### src/rtl/rstseq_pkg.sv
package rstseq_pkg;

    // Internal (unfiltered) reset requests.
    typedef struct packed {
        logic por;
        logic wdt;
        logic smr;
    } int_src_t;

    // Width of a counter that must hold values 0..maxval.
    function automatic int unsigned cnt_w(input int unsigned maxval);
        return (maxval < 2) ? 1 : $clog2(maxval + 1);
    endfunction

endpackage

### src/rtl/rstseq_filter.sv
module rstseq_filter
    import rstseq_pkg::*;
#(
    parameter int unsigned FILT_LEN    = 4,
    parameter int unsigned SYNC_STAGES = 2
) (
    input  logic clk,
    input  logic rst,
    input  logic pin_n,
    input  logic mask,
    output logic pin_low,
    output logic qualified
);
    localparam int unsigned CW = cnt_w(FILT_LEN);

    logic [SYNC_STAGES-1:0] sync_q;
    logic [CW-1:0]          run_q;

    always_ff @(posedge clk) begin
        if (rst) sync_q <= '1;
        else     sync_q <= {sync_q[SYNC_STAGES-2:0], pin_n};
    end

    // Own pull-down masks the sample so the block cannot lock itself.
    assign pin_low = ~sync_q[SYNC_STAGES-1] & ~mask;

    always_ff @(posedge clk) begin
        if (rst || !pin_low)            run_q <= '0;
        else if (run_q != CW'(FILT_LEN)) run_q <= run_q + 1'b1;
    end

    assign qualified = (run_q == CW'(FILT_LEN));

    // a masked sample never advances the run counter
    a_r10_mask_clears: assert property (@(posedge clk) disable iff (rst)
        mask |=> (run_q == '0));

endmodule

### src/rtl/rstseq_hold.sv
module rstseq_hold
    import rstseq_pkg::*;
#(
    parameter int unsigned MIN_HOLD = 18,
    parameter int unsigned POR_CYC  = 60000
) (
    input  logic     clk,
    input  logic     rst,
    input  int_src_t src,
    input  logic     ext_qual,
    input  logic     ext_low,
    output logic     core_rst,
    output logic     drive_en
);
    localparam int unsigned HW = cnt_w(MIN_HOLD);
    localparam int unsigned DW = cnt_w(POR_CYC);

    logic          active_q;
    logic [HW-1:0] hold_q;
    logic [DW-1:0] drv_q;
    logic          src_hit, drv_hit, may_release;

    assign src_hit     = src.por | src.wdt | src.smr;
    assign drv_hit     = src.por | src.wdt;
    assign may_release = (hold_q >= HW'(MIN_HOLD)) && !ext_low && (drv_q <= DW'(1));

    always_ff @(posedge clk) begin
        if (rst) begin
            drv_q <= '0;
        end else if (drv_hit) begin
            drv_q <= DW'(POR_CYC);
        end else if (drv_q != '0) begin
            drv_q <= drv_q - 1'b1;
        end
    end

    always_ff @(posedge clk) begin
        if (rst) begin
            active_q <= 1'b0;
            hold_q   <= '0;
        end else if (src_hit || (!active_q && ext_qual)) begin
            active_q <= 1'b1;
            hold_q   <= HW'(1);
        end else if (active_q) begin
            if (may_release)                   active_q <= 1'b0;
            else if (hold_q != HW'(MIN_HOLD)) hold_q   <= hold_q + 1'b1;
        end
    end

    assign core_rst = active_q;
    assign drive_en = (drv_q != '0);

    // reset never ends before the minimum length
    a_r3_min_len: assert property (@(posedge clk) disable iff (rst)
        $fell(active_q) |-> ($past(hold_q) >= HW'(MIN_HOLD)));

    // pin drive only while the core is in reset
    a_r8_drive_inside: assert property (@(posedge clk) disable iff (rst)
        drive_en |-> active_q);

    // an internal request always leaves the block in reset
    a_r11_src_latch: assert property (@(posedge clk) disable iff (rst)
        src_hit |=> active_q);

endmodule

### src/rtl/rstseq_restart.sv
module rstseq_restart
    import rstseq_pkg::*;
#(
    parameter int unsigned START_DLY = 6,
    parameter int unsigned ADDR_W    = 12,
    parameter logic [ADDR_W-1:0] VEC = 12'h00C
) (
    input  logic              clk,
    input  logic              rst,
    input  logic              core_rst,
    output logic              ds_lvl,
    output logic              as_lvl,
    output logic              start_pulse,
    output logic [ADDR_W-1:0] start_addr
);
    localparam int unsigned DLW = cnt_w(START_DLY);

    logic           core_q, tog_q, pend_q, pulse_q, valid_q;
    logic [DLW-1:0] dly_q;

    always_ff @(posedge clk) begin
        if (rst) begin
            core_q  <= 1'b0;
            tog_q   <= 1'b0;
            pend_q  <= 1'b0;
            pulse_q <= 1'b0;
            valid_q <= 1'b0;
            dly_q   <= '0;
        end else begin
            core_q  <= core_rst;
            tog_q   <= core_rst ? ~tog_q : 1'b0;
            pulse_q <= 1'b0;
            if (core_rst) begin
                pend_q  <= 1'b0;
                valid_q <= 1'b0;
            end else if (core_q) begin
                pend_q <= 1'b1;
                dly_q  <= DLW'(START_DLY - 1);
            end else if (pend_q) begin
                if (dly_q == DLW'(1)) begin
                    pend_q  <= 1'b0;
                    pulse_q <= 1'b1;
                    valid_q <= 1'b1;
                end else begin
                    dly_q <= dly_q - 1'b1;
                end
            end
        end
    end

    assign ds_lvl      = ~core_rst;
    assign as_lvl      = core_rst ? tog_q : 1'b1;
    assign start_pulse = pulse_q;
    assign start_addr  = (valid_q && !core_rst) ? VEC : '0;

    // start pulse is a single cycle
    a_r6_single: assert property (@(posedge clk) disable iff (rst)
        start_pulse |=> !start_pulse);

    // start pulse sits a fixed distance after release
    a_r6_delay: assert property (@(posedge clk) disable iff (rst)
        $rose(start_pulse) |-> ($past(core_rst, START_DLY + 1) && !$past(core_rst, START_DLY)));

    // address strobe alternates during reset
    a_r5_toggle: assert property (@(posedge clk) disable iff (rst)
        (core_rst && $past(core_rst)) |-> (as_lvl != $past(as_lvl)));

    // restart address only moves at a pulse or a new reset
    a_r7_stable: assert property (@(posedge clk) disable iff (rst)
        (!core_rst && !start_pulse) |-> $stable(start_addr));

endmodule

### src/rtl/rstseq_top.sv
module rstseq_top
    import rstseq_pkg::*;
#(
    parameter int unsigned FILT_LEN  = 4,
    parameter int unsigned MIN_HOLD  = 18,
    parameter int unsigned POR_CYC   = 60000,
    parameter int unsigned START_DLY = 6,
    parameter int unsigned ADDR_W    = 12,
    parameter logic [ADDR_W-1:0] VEC = 12'h00C
) (
    input  logic              clk,
    input  logic              rst,
    input  logic              ext_rst_n,
    input  logic              por_req,
    input  logic              wdt_req,
    input  logic              smr_req,
    output logic              core_rst,
    output logic              pin_drive_en,
    output logic              ds_lvl,
    output logic              as_lvl,
    output logic              start_pulse,
    output logic [ADDR_W-1:0] start_addr
);
    int_src_t src;
    logic     ext_low, ext_qual;

    assign src = '{por: por_req, wdt: wdt_req, smr: smr_req};

    rstseq_filter #(.FILT_LEN(FILT_LEN), .SYNC_STAGES(2)) u_filter (
        .clk       (clk),
        .rst       (rst),
        .pin_n     (ext_rst_n),
        .mask      (pin_drive_en),
        .pin_low   (ext_low),
        .qualified (ext_qual)
    );

    rstseq_hold #(.MIN_HOLD(MIN_HOLD), .POR_CYC(POR_CYC)) u_hold (
        .clk      (clk),
        .rst      (rst),
        .src      (src),
        .ext_qual (ext_qual),
        .ext_low  (ext_low),
        .core_rst (core_rst),
        .drive_en (pin_drive_en)
    );

    rstseq_restart #(.START_DLY(START_DLY), .ADDR_W(ADDR_W), .VEC(VEC)) u_restart (
        .clk         (clk),
        .rst         (rst),
        .core_rst    (core_rst),
        .ds_lvl      (ds_lvl),
        .as_lvl      (as_lvl),
        .start_pulse (start_pulse),
        .start_addr  (start_addr)
    );

    // a reset without an internal request needs a qualified pin run
    a_r2_ext_cause: assert property (@(posedge clk) disable iff (rst)
        ($rose(core_rst) && !$past(por_req || wdt_req || smr_req)) |-> $past(ext_qual));

    // pin drive starts only from power-on or watchdog
    a_r9_drive_src: assert property (@(posedge clk) disable iff (rst)
        $rose(pin_drive_en) |-> $past(por_req || wdt_req));

endmodule

### config.mk
export PLATFORM = sky130hd
export DESIGN_NAME = rstseq_top
export DESIGN_NICKNAME = d
export VERILOG_FILES = /design/src/rtl/rstseq_pkg.sv /design/src/rtl/rstseq_filter.sv /design/src/rtl/rstseq_hold.sv /design/src/rtl/rstseq_restart.sv /design/src/rtl/rstseq_top.sv
export SDC_FILE = /design/constraint.sdc
export NUM_CORES = 1
export LEC_CHECK = 0
export ABC_AREA = 1
export BUFFER_PORTS_ARGS = -buffer_cell sky130_fd_sc_hd__buf_4
export CORE_UTILIZATION = 45
export CTS_CLUSTER_SIZE = 25
export DETAILED_ROUTE_END_ITERATION = 7
export SYNTH_ARGS = -nofsm -noshare
export SYNTH_HDL_FRONTEND = slang
export SYNTH_SLANG_ARGS = --single-unit
### constraint.sdc
create_clock -name clk -period 2.2 [get_ports clk]
set_clock_uncertainty 0.2 [all_clocks]
set_input_delay 0.11 -clock clk [delete_from_list [all_inputs] [get_ports clk]]
set_output_delay 0.11 -clock clk [all_outputs]
set_load 0.05 [all_outputs]
==> metrics.txt, run 1 <==
# TYPE chip_impl_metric gauge
chip_impl_info{name="holdCritPathClass",value="reg2reg"} 1
chip_impl_info{name="cp-end-kind",value="flip-flop"} 1
chip_impl_metric{name="cts.sinks",unit=""} 35
chip_impl_metric{name="viasPerCell",unit=""} 4.82
chip_impl_metric{name="wl_met3",unit="um"} 90
chip_impl_info{name="highest_layer",value="met4"} 1
chip_impl_metric{name="num-fill-cells",unit=""} 367
chip_impl_info{name="outcome",value="complete, no violations"} 1
chip_impl_metric{name="hpwl",unit="mm"} 2.59
chip_impl_metric{name="ir_worst_vdd",unit="mV"} 0.459
chip_impl_metric{name="drt-initial-drc-count",unit=""} 52
chip_impl_metric{name="portBuffers",unit=""} 12
chip_impl_metric{name="chipHeight",unit="um"} 66.2
chip_impl_metric{name="post-cts-setup-buffer-count",unit=""} 0
chip_impl_metric{name="synth_sequential_area_ratio",unit="%"} 37.8
chip_impl_metric{name="m1WireLength",unit="mm"} 1.87
chip_impl_metric{name="cell_internal_pwr",unit="mW"} 1.20
chip_impl_metric{name="min_period",unit="ns"} 2.08
chip_impl_metric{name="initial_antenna_violation_count",unit=""} 0
chip_impl_metric{name="power.clock.fraction",unit="%"} 42.1
chip_impl_metric{name="power-per-cell-area",unit="nW/um^2"} 752
chip_impl_metric{name="grt_overflow",unit=""} 0
chip_impl_metric{name="max_freq",unit="GHz"} 0.480
chip_impl_metric{name="first_pass_iters",unit=""} 4
chip_impl_metric{name="starting_density_of_the_core",unit="%"} 48.7
chip_impl_metric{name="final_antenna_net_count",unit=""} 0
chip_impl_info{name="startpoint_type",value="flip-flop"} 1
chip_impl_metric{name="combPwrFrac",unit="%"} 15.7
chip_impl_metric{name="layout.area.seq",unit="sq um"} 702
chip_impl_metric{name="synth_edf_count",unit=""} 0
chip_impl_metric{name="seq_power_share",unit="%"} 42.2
chip_impl_metric{name="synthesis.area",unit="sq um"} 1850
chip_impl_metric{name="final_layout_size_suffix_gt1_share",unit="%"} 16.5
chip_impl_metric{name="floorplan.io_pins",unit=""} 23
chip_impl_info{name="yosys.cell_count.top_type",value="sky130_fd_sc_hd__nand2_1"} 1
chip_impl_info{name="synth_top_cell_by_area",value="sky130_fd_sc_hd__dfxtp_1"} 1
chip_impl_metric{name="layout-area-overhead-vs-synth",unit="%"} 17.1
chip_impl_metric{name="critical_path_peak_fanout",unit=""} 6
chip_impl_metric{name="first_global_vias",unit=""} 1417
chip_impl_metric{name="worstPathRequired",unit="ns"} 2.24
chip_impl_metric{name="final_net_count",unit=""} 285
chip_impl_metric{name="grt_max_degree",unit=""} 14
chip_impl_metric{name="die-width",unit="um"} 66.2
chip_impl_metric{name="clock_edge_transition_at_the_registers_on_the_reported_setup_and_hold_paths",unit="ns"} 0.08
chip_impl_info{name="cts_tree",value="built"} 1
chip_impl_info{name="worstSetupPathType",value="reg2reg"} 1
chip_impl_metric{name="cts-buffers-inserted",unit=""} 5
chip_impl_metric{name="setup_violations",unit=""} 0
chip_impl_metric{name="async_sr_flop_fraction",unit="%"} 0
chip_impl_metric{name="total_die_area",unit="sq um"} 4380
chip_impl_metric{name="finalHoldWorstSlack",unit="ns"} 0.219
chip_impl_metric{name="syn_area_cell",unit="sq um"} 7.50
chip_impl_metric{name="ctsHtreeMaxLevel",unit=""} 2
chip_impl_metric{name="antenna_cells_inserted",unit=""} 0
chip_impl_metric{name="number_of_warnings_reported_in_the_yosys_synthesis_log",unit=""} 0
chip_impl_metric{name="vias",unit=""} 1542
chip_impl_info{name="cts_root_buffer",value="sky130_fd_sc_hd__clkbuf_8"} 1
chip_impl_metric{name="yosysTopAreaCellShare",unit="%"} 37.8
chip_impl_metric{name="switching_share",unit="%"} 26.2
chip_impl_metric{name="synth_seq_cells",unit=""} 35
chip_impl_metric{name="grt_pass1_wl",unit="mm"} 6.13
chip_impl_metric{name="met2_routed_wirelength",unit="mm"} 1.54
chip_impl_metric{name="totalNegativeSetupSlack",unit="ns"} 0
chip_impl_metric{name="finalMaxSlewViolations",unit=""} 0
chip_impl_info{name="netlist_top_cells_count",value="sky130_fd_sc_hd__nand2_1 (49), sky130_fd_sc_hd__nor2_1 (37), sky130_fd_sc_hd__dfxtp_1 (35)"} 1
chip_impl_info{name="ys_dominant_reg_cell",value="sky130_fd_sc_hd__dfxtp_1"} 1
chip_impl_info{name="grt_setup_unrepaired",value="false"} 1
chip_impl_info{name="yosys-top-cells-area",value="sky130_fd_sc_hd__dfxtp_1 (38%), sky130_fd_sc_hd__nand2_1 (9.9%), sky130_fd_sc_hd__nor2_1 (7.5%)"} 1
chip_impl_metric{name="routedWlPerCell",unit="um"} 11.1
chip_impl_metric{name="multi_input_area",unit="sq um"} 1010
chip_impl_metric{name="post-route-period-util",unit="%"} 94.7
chip_impl_metric{name="drcViolationCount",unit=""} 0
chip_impl_metric{name="clock_latency",unit="ns"} 0.29
chip_impl_metric{name="route.final.wire_length",unit="mm"} 3.56
chip_impl_metric{name="drv.max_cap_violation_count",unit=""} 0
chip_impl_metric{name="synthCells",unit=""} 247
chip_impl_metric{name="hold_violations",unit=""} 0
chip_impl_metric{name="synth.distinct_cells",unit=""} 31
chip_impl_metric{name="critical_path_arrival",unit="ns"} 2.12
chip_impl_metric{name="p_leak",unit="nW"} 0.958
chip_impl_metric{name="global_route.usage.total",unit="%"} 18.6
chip_impl_metric{name="gp_congestion",unit=""} 0.874
chip_impl_metric{name="floorplan.core_area",unit="sq um"} 3800
chip_impl_metric{name="fp-row-count",unit=""} 22
chip_impl_metric{name="clockBufferDepth",unit=""} 2
chip_impl_metric{name="switchingPower",unit="uW"} 428
## registers in the layout, summed over array words and instances (netlist names)
name,cells
u_filter.sync_q,2
u_restart.tog_q,1
u_hold.hold_q,5
u_restart.dly_q,3
u_hold.core_rst,1
u_restart.pend_q,1
u_restart.core_q,1
u_filter.run_q,3
u_restart.valid_q,1
u_hold.drv_q,16
u_restart.start_pulse,1
## repair_timing
action	in CTS	in global routing
setup endpoints to repair	0	1
gates resized for setup	0	3
hold buffers	7	1
hold endpoints to repair	17	1
## kinds of logic (layout without fill, tap and decap cells)
logic type | after synthesis | in the layout | share of synthesized area [%]
AO/OA/AOI/OAI | 29 | 29 | 9.12
XOR/XNOR | 12 | 12 | 5.68
adder cells (fa/ha/maj) | 8 | 8 | 5.41
buffers and inverters | 37 | 53 | 9.80
flip-flops | 35 | 35 | 37.8
other | 1 | 10 | 0.203
AND/OR/NAND/NOR | 125 | 125 | 32.0
## worst max-delay path, cell delays in order, from the launching register on
cell	delay [ns]
sky130_fd_sc_hd__dfxtp_2	0.34
sky130_fd_sc_hd__inv_1	0.09
sky130_fd_sc_hd__ha_2	0.22
sky130_fd_sc_hd__nand2_4	0.08
sky130_fd_sc_hd__nor2_4	0.15
sky130_fd_sc_hd__nand3_2	0.09
sky130_fd_sc_hd__nand2_2	0.11
sky130_fd_sc_hd__nand2_1	0.06
sky130_fd_sc_hd__a21oi_1	0.13
sky130_fd_sc_hd__dlygate4sd3_1	0.55
## per-layer routing
metal | GRT usage (%) | vias to the layer above
met3 | 3.62 | 8
met1 | 23.8 | 702
met5 | 0 | -
met2 | 29.8 | 24
met4 | 8.78 | 0
li1 | - | 808
## through the flow
| step | power, mW | worst slack (ns) | instance area [sq um] | cells | util (%) |
|---|---|---|---|---|---|
| 3_3_place_gp | 0.943 | 0.387 | 1950 | 304 | 51.3 |
| 6_report | 1.63 | 0.116 | 2170 | 320 | 57.1 |
| 4_1_cts | 1.64 | 0.0845 | 2150 | 319 | 56.7 |
| 5_1_grt | 1.70 | 0.0137 | 2170 | 320 | 57.1 |
| 3_5_place_dp | 0.945 | 0.339 | 1950 | 304 | 51.3 |
| 2_1_floorplan | 0.910 | 0.117 | 1890 | 256 | - |
## power by group through the flow
stage	Sequential [mW]	Clock, mW	Combinational, mW
2_1_floorplan	0.699	0	0.211
3_3_place_gp	0.702	0	0.241
3_5_place_dp	0.702	0	0.243
4_1_cts	0.687	0.699	0.253
5_1_grt	0.692	0.721	0.285
6_report	0.688	0.686	0.256
## final timing paths
kind                                               startpoint                             to  slack, ns  cells past startpoint
worst min register to register  u_filter.sync_q[0]$_SDFF_PP1_  u_filter.sync_q[1]$_SDFF_PP1_       0.22                      1
worst max-delay path             u_hold.drv_q[0]$_SDFFE_PP0P_     u_hold.core_rst$_SDFF_PP0_       0.12                      9
worst min-delay path            u_filter.sync_q[0]$_SDFF_PP1_  u_filter.sync_q[1]$_SDFF_PP1_       0.22                      1
worst max register to register   u_hold.drv_q[0]$_SDFFE_PP0P_     u_hold.core_rst$_SDFF_PP0_       0.12                      9
## area by class of cell
cell class,instances,share of cell area [%]
Sequential cell,35,32.4
Inverter,25,4.39
Clock buffer,6,3.35
Timing Repair Buffer,20,7.85
Tap cell,48,2.77
Clock inverter,2,2.77
Multi-Input combinational cell,184,46.5
## layout by cell type (no fill, tap or decap), types with 2 or more instances in the layout
master,Yosys,layout
sky130_fd_sc_hd__buf_4,11,12
sky130_fd_sc_hd__a21oi_1,14,14
sky130_fd_sc_hd__dfxtp_1,35,34
sky130_fd_sc_hd__nor3_1,7,7
sky130_fd_sc_hd__xor2_1,7,7
sky130_fd_sc_hd__nand2_4,3,3
sky130_fd_sc_hd__or2_2,5,5
sky130_fd_sc_hd__xnor2_1,5,5
sky130_fd_sc_hd__o21ai_0,4,4
sky130_fd_sc_hd__bufinv_16,0,2
sky130_fd_sc_hd__nand3_1,9,9
sky130_fd_sc_hd__a211oi_1,2,2
sky130_fd_sc_hd__conb_1,1,10
sky130_fd_sc_hd__a31oi_1,3,3
sky130_fd_sc_hd__nand2_1,49,49
sky130_fd_sc_hd__inv_1,22,22
sky130_fd_sc_hd__nor2_1,37,36
sky130_fd_sc_hd__nand2_2,3,3
sky130_fd_sc_hd__nor2_2,5,6
sky130_fd_sc_hd__ha_1,8,7
sky130_fd_sc_hd__clkbuf_8,0,5
sky130_fd_sc_hd__dlygate4sd3_1,0,8
sky130_fd_sc_hd__nor2_4,3,3
sky130_fd_sc_hd__o21a_1,4,4
Power figures use the tool's default switching activity.
==> run 2: changes to the inputs <==
--- a/config.mk
+++ b/config.mk
@@ -12,4 +12,5 @@
 export DETAILED_ROUTE_END_ITERATION = 7
 export SYNTH_ARGS = -nofsm -noshare
 export SYNTH_HDL_FRONTEND = slang
+export SYNTH_HIERARCHICAL = 1
 export SYNTH_SLANG_ARGS = --single-unit
==> metrics.txt, run 2 <==
# TYPE chip_impl_metric gauge
chip_impl_info{name="outcome",value="complete, no violations"} 1
chip_impl_metric{name="finalHoldWorstSlack",unit="ns"} 0.0617
chip_impl_metric{name="cts-buffers-inserted",unit=""} 5
chip_impl_metric{name="synth_sequential_area_ratio",unit="%"} 36.6
chip_impl_info{name="worst_r2r_endpoint",value="u_hold/hold_q[2]$_SDFFE_PP0P_"} 1
chip_impl_metric{name="clock_edge_transition_at_the_registers_on_the_reported_setup_and_hold_paths",unit="ns"} 0.07
chip_impl_metric{name="route.final.wire_length",unit="mm"} 3.36
chip_impl_metric{name="cell_internal_pwr",unit="uW"} 969
chip_impl_metric{name="first_pass_iters",unit=""} 4
chip_impl_metric{name="critical_path_peak_fanout",unit=""} 5
chip_impl_info{name="worstSetupPathType",value="reg2reg"} 1
chip_impl_info{name="startpoint_type",value="flip-flop"} 1
chip_impl_metric{name="layout.area.seq",unit="sq um"} 701
chip_impl_metric{name="finalMaxSlewViolations",unit=""} 0
chip_impl_metric{name="clock_latency",unit="ns"} 0.28
chip_impl_metric{name="ir_worst_vdd",unit="mV"} 0.378
chip_impl_metric{name="combPwrFrac",unit="%"} 18.3
chip_impl_metric{name="multi_input_area",unit="sq um"} 1040
chip_impl_metric{name="floorplan.io_pins",unit=""} 23
chip_impl_metric{name="initial_antenna_violation_count",unit=""} 0
chip_impl_metric{name="grt_overflow",unit=""} 0
chip_impl_metric{name="portBuffers",unit=""} 12
chip_impl_metric{name="global_route.usage.total",unit="%"} 17.2
chip_impl_metric{name="area_share_of_and_or_nand_nor_cells_after_synthesis",unit="%"} 35.6
chip_impl_metric{name="total_die_area",unit="sq um"} 4520
chip_impl_info{name="critical-path-slowest-cell",value="sky130_fd_sc_hd__dfxtp_1"} 1
chip_impl_metric{name="max_freq",unit="GHz"} 0.493
chip_impl_info{name="netlist_top_cells_count",value="sky130_fd_sc_hd__nand2_1 (59), sky130_fd_sc_hd__dfxtp_1 (35), sky130_fd_sc_hd__nor2_1 (35)"} 1
chip_impl_metric{name="routedWlPerCell",unit="um"} 9.88
chip_impl_metric{name="number_of_flip_flops_in_the_largest_register",unit=""} 16
chip_impl_metric{name="final_layout_size_suffix_gt1_share",unit="%"} 18.3
chip_impl_metric{name="synthAdderAreaFrac",unit="%"} 5.23
chip_impl_info{name="holdPathEnd",value="u_hold/drv_q[14]$_SDFFE_PP0P_"} 1
chip_impl_metric{name="p_leak",unit="nW"} 0.988
chip_impl_metric{name="switching_share",unit="%"} 29.3
chip_impl_metric{name="power-per-cell-area",unit="nW/um^2"} 636
chip_impl_metric{name="vias",unit=""} 1544
chip_impl_metric{name="synth_edf_count",unit=""} 0
chip_impl_metric{name="hpwl",unit="mm"} 2.53
chip_impl_info{name="ordered_cell_list_for_the_critical_path",value="inv_1 -> ha_2 -> nand2_4 -> nor2_4 -> nand2_1 -> nor2_2 -> or2_1 -> a21oi_2 -> nand2_2 -> nand2_2 -> nand2_1 -> a21oi_1"} 1
chip_impl_metric{name="cts.sinks",unit=""} 35
chip_impl_info{name="synth_top_cell_by_area",value="sky130_fd_sc_hd__dfxtp_1"} 1
chip_impl_metric{name="seq_power_share",unit="%"} 50.0
chip_impl_metric{name="fp-row-count",unit=""} 23
chip_impl_metric{name="min_path_cells",unit=""} 4
chip_impl_metric{name="antenna_cells_inserted",unit=""} 0
chip_impl_metric{name="number_of_warnings_reported_in_the_yosys_synthesis_log",unit=""} 6
chip_impl_info{name="layout_commonest_cell",value="sky130_fd_sc_hd__nand2_1"} 1
chip_impl_metric{name="yosys.area_share.xor_xnor",unit="%"} 4.12
chip_impl_metric{name="setup_violations",unit=""} 0
chip_impl_metric{name="final_area",unit="sq um"} 2160
chip_impl_metric{name="first_global_vias",unit=""} 1352
chip_impl_metric{name="viasPerCell",unit=""} 4.54
chip_impl_metric{name="async_sr_flop_fraction",unit="%"} 0
chip_impl_metric{name="floorplan.core_area",unit="sq um"} 4030
chip_impl_metric{name="post_dp_cell_area",unit="sq um"} 2020
chip_impl_metric{name="ctsHtreeMaxLevel",unit=""} 2
chip_impl_metric{name="critical_path_arrival",unit="ns"} 2.04
chip_impl_metric{name="synthMuxAreaShare",unit="%"} 0
chip_impl_info{name="ys_dominant_reg_cell",value="sky130_fd_sc_hd__dfxtp_1"} 1
chip_impl_info{name="cts_tree",value="built"} 1
chip_impl_metric{name="num-fill-cells",unit=""} 399
chip_impl_info{name="largestRegisters",value="u_hold/drv_q (16), u_hold/hold_q (5)"} 1
chip_impl_metric{name="post-route-period-util",unit="%"} 92.2
chip_impl_info{name="yosys-top-cells-area",value="sky130_fd_sc_hd__dfxtp_1 (37%), sky130_fd_sc_hd__nand2_1 (12%), sky130_fd_sc_hd__nor2_1 (6.9%)"} 1
chip_impl_metric{name="hold_violations",unit=""} 0
chip_impl_info{name="cp-end-kind",value="flip-flop"} 1
chip_impl_info{name="worst_r2r_startpoint",value="u_hold/drv_q[1]$_SDFFE_PP0P_"} 1
chip_impl_metric{name="critical_path_depth",unit=""} 12
chip_impl_metric{name="cpPeakStageDelay",unit="ns"} 0.36
chip_impl_metric{name="die-width",unit="um"} 67.2
chip_impl_metric{name="worstPathRequired",unit="ns"} 2.21
chip_impl_metric{name="chipHeight",unit="um"} 67.2
chip_impl_metric{name="min_period",unit="ns"} 2.03
chip_impl_metric{name="layout-area-overhead-vs-synth",unit="%"} 12.7
chip_impl_metric{name="syn_area_cell",unit="sq um"} 7.17
chip_impl_metric{name="gp_congestion",unit=""} 0.837
chip_impl_metric{name="synth.distinct_cells",unit=""} 33
chip_impl_info{name="cts_root_buffer",value="sky130_fd_sc_hd__clkbuf_8"} 1
chip_impl_metric{name="switchingPower",unit="uW"} 401
chip_impl_metric{name="final_antenna_net_count",unit=""} 0
chip_impl_metric{name="synthesis.area",unit="sq um"} 1910
chip_impl_metric{name="reg2reg_depth",unit=""} 12
chip_impl_metric{name="synthCells",unit=""} 267
chip_impl_info{name="holdCritPathClass",value="in2reg"} 1
chip_impl_metric{name="starting_density_of_the_core",unit="%"} 47.5
chip_impl_metric{name="reg2reg_setup_slack",unit="ns"} 0.17
chip_impl_metric{name="drv.max_cap_violation_count",unit=""} 0
chip_impl_metric{name="synth_seq_cells",unit=""} 35
chip_impl_info{name="hold_crit_start",value="por_req"} 1
chip_impl_info{name="critical-path-top-delay-family",value="simple AND/OR/NAND/NOR gates"} 1
chip_impl_metric{name="power.clock.fraction",unit="%"} 31.7
chip_impl_metric{name="synth-compound-area-share",unit="%"} 7.06
chip_impl_info{name="yosys.cell_count.top_type",value="sky130_fd_sc_hd__nand2_1"} 1
chip_impl_info{name="largest-register",value="u_hold/drv_q"} 1
chip_impl_metric{name="final_net_count",unit=""} 303
chip_impl_info{name="layout_common_cells",value="sky130_fd_sc_hd__nand2_1 (59), sky130_fd_sc_hd__dfxtp_1 (35), sky130_fd_sc_hd__nor2_1 (35)"} 1
chip_impl_metric{name="drt-initial-drc-count",unit=""} 32
chip_impl_metric{name="clockBufferDepth",unit=""} 2
chip_impl_metric{name="grt_pass1_wl",unit="mm"} 5.77
chip_impl_metric{name="yosysTopAreaCellShare",unit="%"} 36.6
chip_impl_metric{name="finalCoreUtilization",unit="%"} 53.5
chip_impl_metric{name="wp_buf_inv",unit=""} 1
chip_impl_info{name="synth_top_family_by_area",value="simple AND/OR/NAND/NOR gates"} 1
chip_impl_metric{name="drcViolationCount",unit=""} 0
chip_impl_metric{name="grt_max_degree",unit=""} 16
==> run 2: stage by stage <==
step,cells,setup WS (ns),TNS [ns],power (mW)
final,340,0.171,0,1.37
after CTS,340,0.105,0,1.39
after floorplan,276,0.00112,0,0.909
after global placement,328,0.162,0,0.943
after global routing,340,-0.00409,-0.00409,1.46
after detailed placement,328,0.127,0,0.943
==> run 2: area by class of cell <==
class                   instances  area share (%)
multi-input cells             197            48.3
inverters                      31            5.40
well taps                      50            2.90
repair buffers                 19            7.08
clock buffers                   7            3.54
flip-flops and latches         35            32.5
clock inverters                 1           0.232
==> run 2: worst max path at each step <==
stage | slack [ns] | endpoint | from
after detailed placement | 0.13 | u_hold/hold_q[3]$_SDFFE_PP0P_ | u_hold/drv_q[1]$_SDFFE_PP0P_
after CTS | 0.10 | u_hold/hold_q[2]$_SDFFE_PP0P_ | u_hold/drv_q[1]$_SDFFE_PP0P_
after floorplan | 0.001 | u_hold/hold_q[0]$_SDFFE_PP0P_ | u_hold/drv_q[0]$_SDFFE_PP0P_
after global placement | 0.16 | u_hold/hold_q[4]$_SDFFE_PP0P_ | u_hold/drv_q[0]$_SDFFE_PP0P_
after global routing | -0.004 | u_hold/hold_q[0]$_SDFFE_PP0P_ | u_hold/drv_q[1]$_SDFFE_PP0P_
final | 0.17 | u_hold/hold_q[2]$_SDFFE_PP0P_ | u_hold/drv_q[1]$_SDFFE_PP0P_
==> run 2: kinds of logic (layout without fill, tap and decap cells) <==
kind of cell,after synthesis,count (layout)
buf+inv,44,58
xor+xnor,9,9
simple gates,146,146
flops,35,35
fa+ha+maj,8,8
other cells,1,10
compound gates,24,24
==> run 2: power groups by stage <==
stage	Clock [mW]	Sequential, mW	Combinational [mW]
floorplan	0	0.698	0.211
global placement	0	0.699	0.244
detailed placement	0	0.699	0.244
CTS	0.451	0.685	0.250
global route	0.486	0.689	0.283
finish	0.435	0.685	0.250
==> run 2: routing by layer <==
metal  GRT usage (%)  wire (um)  up-vias
met1            23.3       1800      666
met5               0          0        -
met2            25.8       1440       22
met3            6.59        100        3
met4            3.99         15        0
li1                -          -      853
==> run 2: worst register-to-register path: stages (launching register included) <==
cell,delay (ns)
sky130_fd_sc_hd__dfxtp_1,0.36
sky130_fd_sc_hd__inv_1,0.08
sky130_fd_sc_hd__ha_2,0.21
sky130_fd_sc_hd__nand2_4,0.09
sky130_fd_sc_hd__nor2_4,0.05
sky130_fd_sc_hd__nand2_1,0.10
sky130_fd_sc_hd__nor2_2,0.06
sky130_fd_sc_hd__or2_1,0.23
sky130_fd_sc_hd__a21oi_2,0.16
sky130_fd_sc_hd__nand2_2,0.10
sky130_fd_sc_hd__nand2_2,0.12
sky130_fd_sc_hd__nand2_1,0.06
sky130_fd_sc_hd__a21oi_1,0.14
==> run 2: timing repair <==
item / CTS / global route
buffers inserted: 0 / 0
hold endpoints to repair: 13 / 0
resized for setup: 0 / 3
hold buffers: 4 / 0
setup endpoints to repair: 0 / 5
==> run 3: changes to the inputs <==
--- a/config.mk
+++ b/config.mk
@@ -5,7 +5,6 @@
 export SDC_FILE = /design/constraint.sdc
 export NUM_CORES = 1
 export LEC_CHECK = 0
-export ABC_AREA = 1
 export BUFFER_PORTS_ARGS = -buffer_cell sky130_fd_sc_hd__buf_4
 export CORE_UTILIZATION = 45
 export CTS_CLUSTER_SIZE = 25
==> metrics.txt, run 3 <==
# TYPE chip_impl_metric gauge
chip_impl_metric{name="post-route-period-util",unit="%"} 121
chip_impl_metric{name="floorplan.core_area",unit="sq um"} 3800
chip_impl_metric{name="gr-usage-met2",unit="%"} 35.6
chip_impl_metric{name="max_freq",unit="GHz"} 0.375
chip_impl_metric{name="clock_edge_transition_at_the_registers_on_the_reported_setup_and_hold_paths",unit="ns"} 0.07
chip_impl_metric{name="critical_path_peak_fanout",unit=""} 3
chip_impl_info{name="ordered_cell_list_for_the_critical_path",value="or3_4 -> or4_4 -> or2_4 -> nor2_4 -> nor4b_4 -> and3_4 -> or4b_4 -> a21oi_2"} 1
chip_impl_info{name="grt.busiest_layer",value="met2"} 1
chip_impl_metric{name="seq_power_share",unit="%"} 48.3
chip_impl_metric{name="starting_density_of_the_core",unit="%"} 48.5
chip_impl_metric{name="die-width",unit="um"} 66.0
chip_impl_metric{name="gp_congestion",unit=""} 0.805
chip_impl_metric{name="clockBufferDepth",unit=""} 2
chip_impl_metric{name="worst_pin_slew",unit="ns"} 0.618
chip_impl_info{name="layout_commonest_cell",value="sky130_fd_sc_hd__buf_4"} 1
chip_impl_metric{name="portBuffers",unit=""} 12
chip_impl_info{name="startpoint_type",value="flip-flop"} 1
chip_impl_metric{name="place.detailed.instances",unit=""} 285
chip_impl_metric{name="wp_buf_inv",unit=""} 0
chip_impl_info{name="worstSetupPathType",value="reg2reg"} 1
chip_impl_metric{name="worstPathRequired",unit="ns"} 2.22
chip_impl_info{name="yosys-top-cells-area",value="sky130_fd_sc_hd__dfxtp_1 (38%), sky130_fd_sc_hd__ha_1 (5.4%), sky130_fd_sc_hd__a21oi_1 (4.6%)"} 1
chip_impl_info{name="ys_dominant_reg_cell",value="sky130_fd_sc_hd__dfxtp_1"} 1
chip_impl_metric{name="drv.max_cap_violation_count",unit=""} 0
chip_impl_metric{name="power.clock.fraction",unit="%"} 32.0
chip_impl_metric{name="combPwrFrac",unit="%"} 19.7
chip_impl_metric{name="number_of_flip_flops_in_the_largest_register",unit=""} 16
chip_impl_info{name="cp-end-kind",value="flip-flop"} 1
chip_impl_metric{name="synthCells",unit=""} 207
chip_impl_metric{name="floorplan.io_pins",unit=""} 23
chip_impl_metric{name="number_of_warnings_reported_in_the_yosys_synthesis_log",unit=""} 6
chip_impl_info{name="cts_root_buffer",value="sky130_fd_sc_hd__clkbuf_8"} 1
chip_impl_metric{name="clock_latency",unit="ns"} 0.28
chip_impl_info{name="largest-register",value="u_hold/drv_q"} 1
chip_impl_metric{name="hpwl",unit="mm"} 2.79
chip_impl_metric{name="first_pass_iters",unit=""} 4
chip_impl_info{name="outcome",value="finished, violations left"} 1
chip_impl_metric{name="global_route.usage.total",unit="%"} 20.1
chip_impl_metric{name="fp-row-count",unit=""} 22
chip_impl_metric{name="async_sr_flop_fraction",unit="%"} 0
chip_impl_metric{name="vias",unit=""} 1616
chip_impl_metric{name="total_die_area",unit="sq um"} 4350
chip_impl_metric{name="synth.distinct_cells",unit=""} 58
chip_impl_metric{name="final_layout_size_suffix_gt1_share",unit="%"} 32.4
chip_impl_metric{name="finalHoldWorstSlack",unit="ns"} 0.0411
chip_impl_info{name="layout_common_cells",value="sky130_fd_sc_hd__buf_4 (37), sky130_fd_sc_hd__dfxtp_1 (31), sky130_fd_sc_hd__nor2_1 (19)"} 1
chip_impl_metric{name="switching_share",unit="%"} 29.3
chip_impl_metric{name="synth_sequential_area_ratio",unit="%"} 38.1
chip_impl_metric{name="drcViolationCount",unit=""} 0
chip_impl_metric{name="setup_violations",unit=""} 14
chip_impl_metric{name="dp_worst_setup_slack",unit="ns"} -0.459
chip_impl_info{name="critical-path-slowest-cell",value="sky130_fd_sc_hd__or4_4"} 1
chip_impl_metric{name="power-per-cell-area",unit="nW/um^2"} 604
chip_impl_metric{name="route.final.wire_length",unit="mm"} 3.90
chip_impl_metric{name="yosysTopAreaCellShare",unit="%"} 38.1
chip_impl_metric{name="relSlewSlack",unit="%"} 58.7
chip_impl_metric{name="synthesis.area",unit="sq um"} 1840
chip_impl_info{name="holdCritPathClass",value="in2reg"} 1
chip_impl_metric{name="critical_path_arrival",unit="ns"} 2.69
chip_impl_metric{name="finalMaxSlewViolations",unit=""} 0
chip_impl_metric{name="finalNonFillerCells",unit=""} 298
chip_impl_metric{name="syn_area_cell",unit="sq um"} 8.89
chip_impl_metric{name="groute.layer.met3.usage",unit="%"} 4.14
chip_impl_metric{name="first_global_vias",unit=""} 1562
chip_impl_metric{name="switchingPower",unit="uW"} 413
chip_impl_metric{name="hold_violations",unit=""} 0
chip_impl_metric{name="synth_seq_cells",unit=""} 35
chip_impl_metric{name="chipHeight",unit="um"} 66.0
chip_impl_info{name="grt_setup_unrepaired",value="true"} 1
chip_impl_metric{name="grt_overflow",unit=""} 0
chip_impl_metric{name="layout-area-overhead-vs-synth",unit="%"} 26.7
chip_impl_metric{name="grt_pass1_wl",unit="mm"} 6.64
chip_impl_metric{name="grt_max_degree",unit=""} 23
chip_impl_metric{name="cts.sinks",unit=""} 35
chip_impl_metric{name="p_leak",unit="nW"} 0.940
chip_impl_metric{name="antenna_cells_inserted",unit=""} 0
chip_impl_info{name="synth_top_cell_by_area",value="sky130_fd_sc_hd__dfxtp_1"} 1
chip_impl_info{name="cts_tree",value="built"} 1
chip_impl_metric{name="routedWlPerCell",unit="um"} 13.1
chip_impl_metric{name="drt-initial-drc-count",unit=""} 62
chip_impl_metric{name="viasPerCell",unit=""} 5.42
chip_impl_metric{name="gr-usage-met1",unit="%"} 23.3
chip_impl_metric{name="setup_slack",unit="ns"} -0.469
chip_impl_info{name="yosys.cell_count.top_type",value="sky130_fd_sc_hd__dfxtp_1"} 1
chip_impl_info{name="largestRegisters",value="u_hold/drv_q (16), u_hold/hold_q (5)"} 1
chip_impl_metric{name="synth_edf_count",unit=""} 0
chip_impl_metric{name="cpPeakStageDelay",unit="ns"} 0.49
chip_impl_info{name="netlist_top_cells_count",value="sky130_fd_sc_hd__dfxtp_1 (35), sky130_fd_sc_hd__nor2_1 (21), sky130_fd_sc_hd__a21oi_1 (17)"} 1
chip_impl_metric{name="final_antenna_net_count",unit=""} 0
chip_impl_metric{name="initial_antenna_violation_count",unit=""} 0
chip_impl_info{name="critical-path-top-delay-family",value="simple AND/OR/NAND/NOR gates"} 1
chip_impl_info{name="violations",value="negative setup slack"} 1
chip_impl_metric{name="cell_internal_pwr",unit="uW"} 996
chip_impl_metric{name="min_period",unit="ns"} 2.67
chip_impl_metric{name="ir_worst_vdd",unit="mV"} 0.371
chip_impl_metric{name="cts-buffers-inserted",unit=""} 5
chip_impl_metric{name="final_net_count",unit=""} 263
chip_impl_metric{name="ctsHtreeMaxLevel",unit=""} 2
-- run 3: through the flow --
stage	utilization [%]	total power [mW]	instance area (sq um)	TNS, ns
final	61.4	1.41	2330	-3.82
after floorplan	-	0.891	1920	-3.25
after CTS	60.3	1.42	2290	-3.09
after global placement	56.6	0.954	2150	-2.29
after detailed placement	56.6	0.960	2150	-2.60
after global routing	61.4	1.48	2330	-4.81
-- run 3: final timing paths --
check	from	endpoint	slack (ns)	cells after the start
worst max-delay path	u_hold/drv_q[9]$_SDFFE_PP0P_	u_hold/hold_q[2]$_SDFFE_PP0P_	-0.47	8
worst min-delay path	por_req	u_hold/drv_q[5]$_SDFFE_PP0P_	0.04	3
worst max register to register	u_hold/drv_q[9]$_SDFFE_PP0P_	u_hold/hold_q[2]$_SDFFE_PP0P_	-0.47	8
worst min register to register	u_filter/sync_q[0]$_SDFF_PP1_	u_filter/sync_q[1]$_SDFF_PP1_	0.22	1
-- run 3: repair_timing --
item	CTS	global route
gates cloned	0	0
resized for setup	6	11
endpoints found under the setup margin	10	17
pin swaps	3	9
hold buffers	3	0
setup buffers	1	2
endpoints found under the hold margin	21	0
-- run 3: power groups by stage --
stage          registers, mW  logic [mW]  clock network, mW
4_1_cts                0.679       0.273              0.470
5_1_grt                0.684       0.302              0.496
2_1_floorplan          0.700       0.191                  0
6_report               0.680       0.278              0.451
3_5_place_dp           0.694       0.266                  0
3_3_place_gp           0.693       0.261                  0
-- run 3: final cells by class --
cell class / instances / area, sq um
sequential: 35 / 706
timing repair buffer: 44 / 360
clock inverter: 2 / 12.5
fill: 345 / 1470
inverter: 10 / 40.0
tap: 48 / 60.1
multi-input combinational: 153 / 1080
clock buffer: 6 / 72.6
-- run 3: cells by family (layout without fill, tap and decap cells) --
| family | after synthesis | after routing | share of synthesized area [%] |
|---|---|---|---|
| mux | 2 | 2 | 1.09 |
| simple gates | 80 | 80 | 26.3 |
| fa+ha+maj | 8 | 8 | 5.44 |
| other cells | 1 | 10 | 0.204 |
| flops | 35 | 35 | 38.1 |
| compound gates | 45 | 45 | 16.1 |
| xor+xnor | 8 | 8 | 3.81 |
| buf+inv | 28 | 62 | 8.97 |
-- run 3: routing by layer --
metal	vias up	part of all wire, %
li1	802	-
met1	763	46
met2	43	50
met3	8	3.6
met4	0	1.0
met5	-	0
-- run 3: worst min-delay path: stages --
cell and delay, ns:
sky130_fd_sc_hd__buf_4 0.09, sky130_fd_sc_hd__nor2_1 0.13, sky130_fd_sc_hd__a21oi_1 0.15
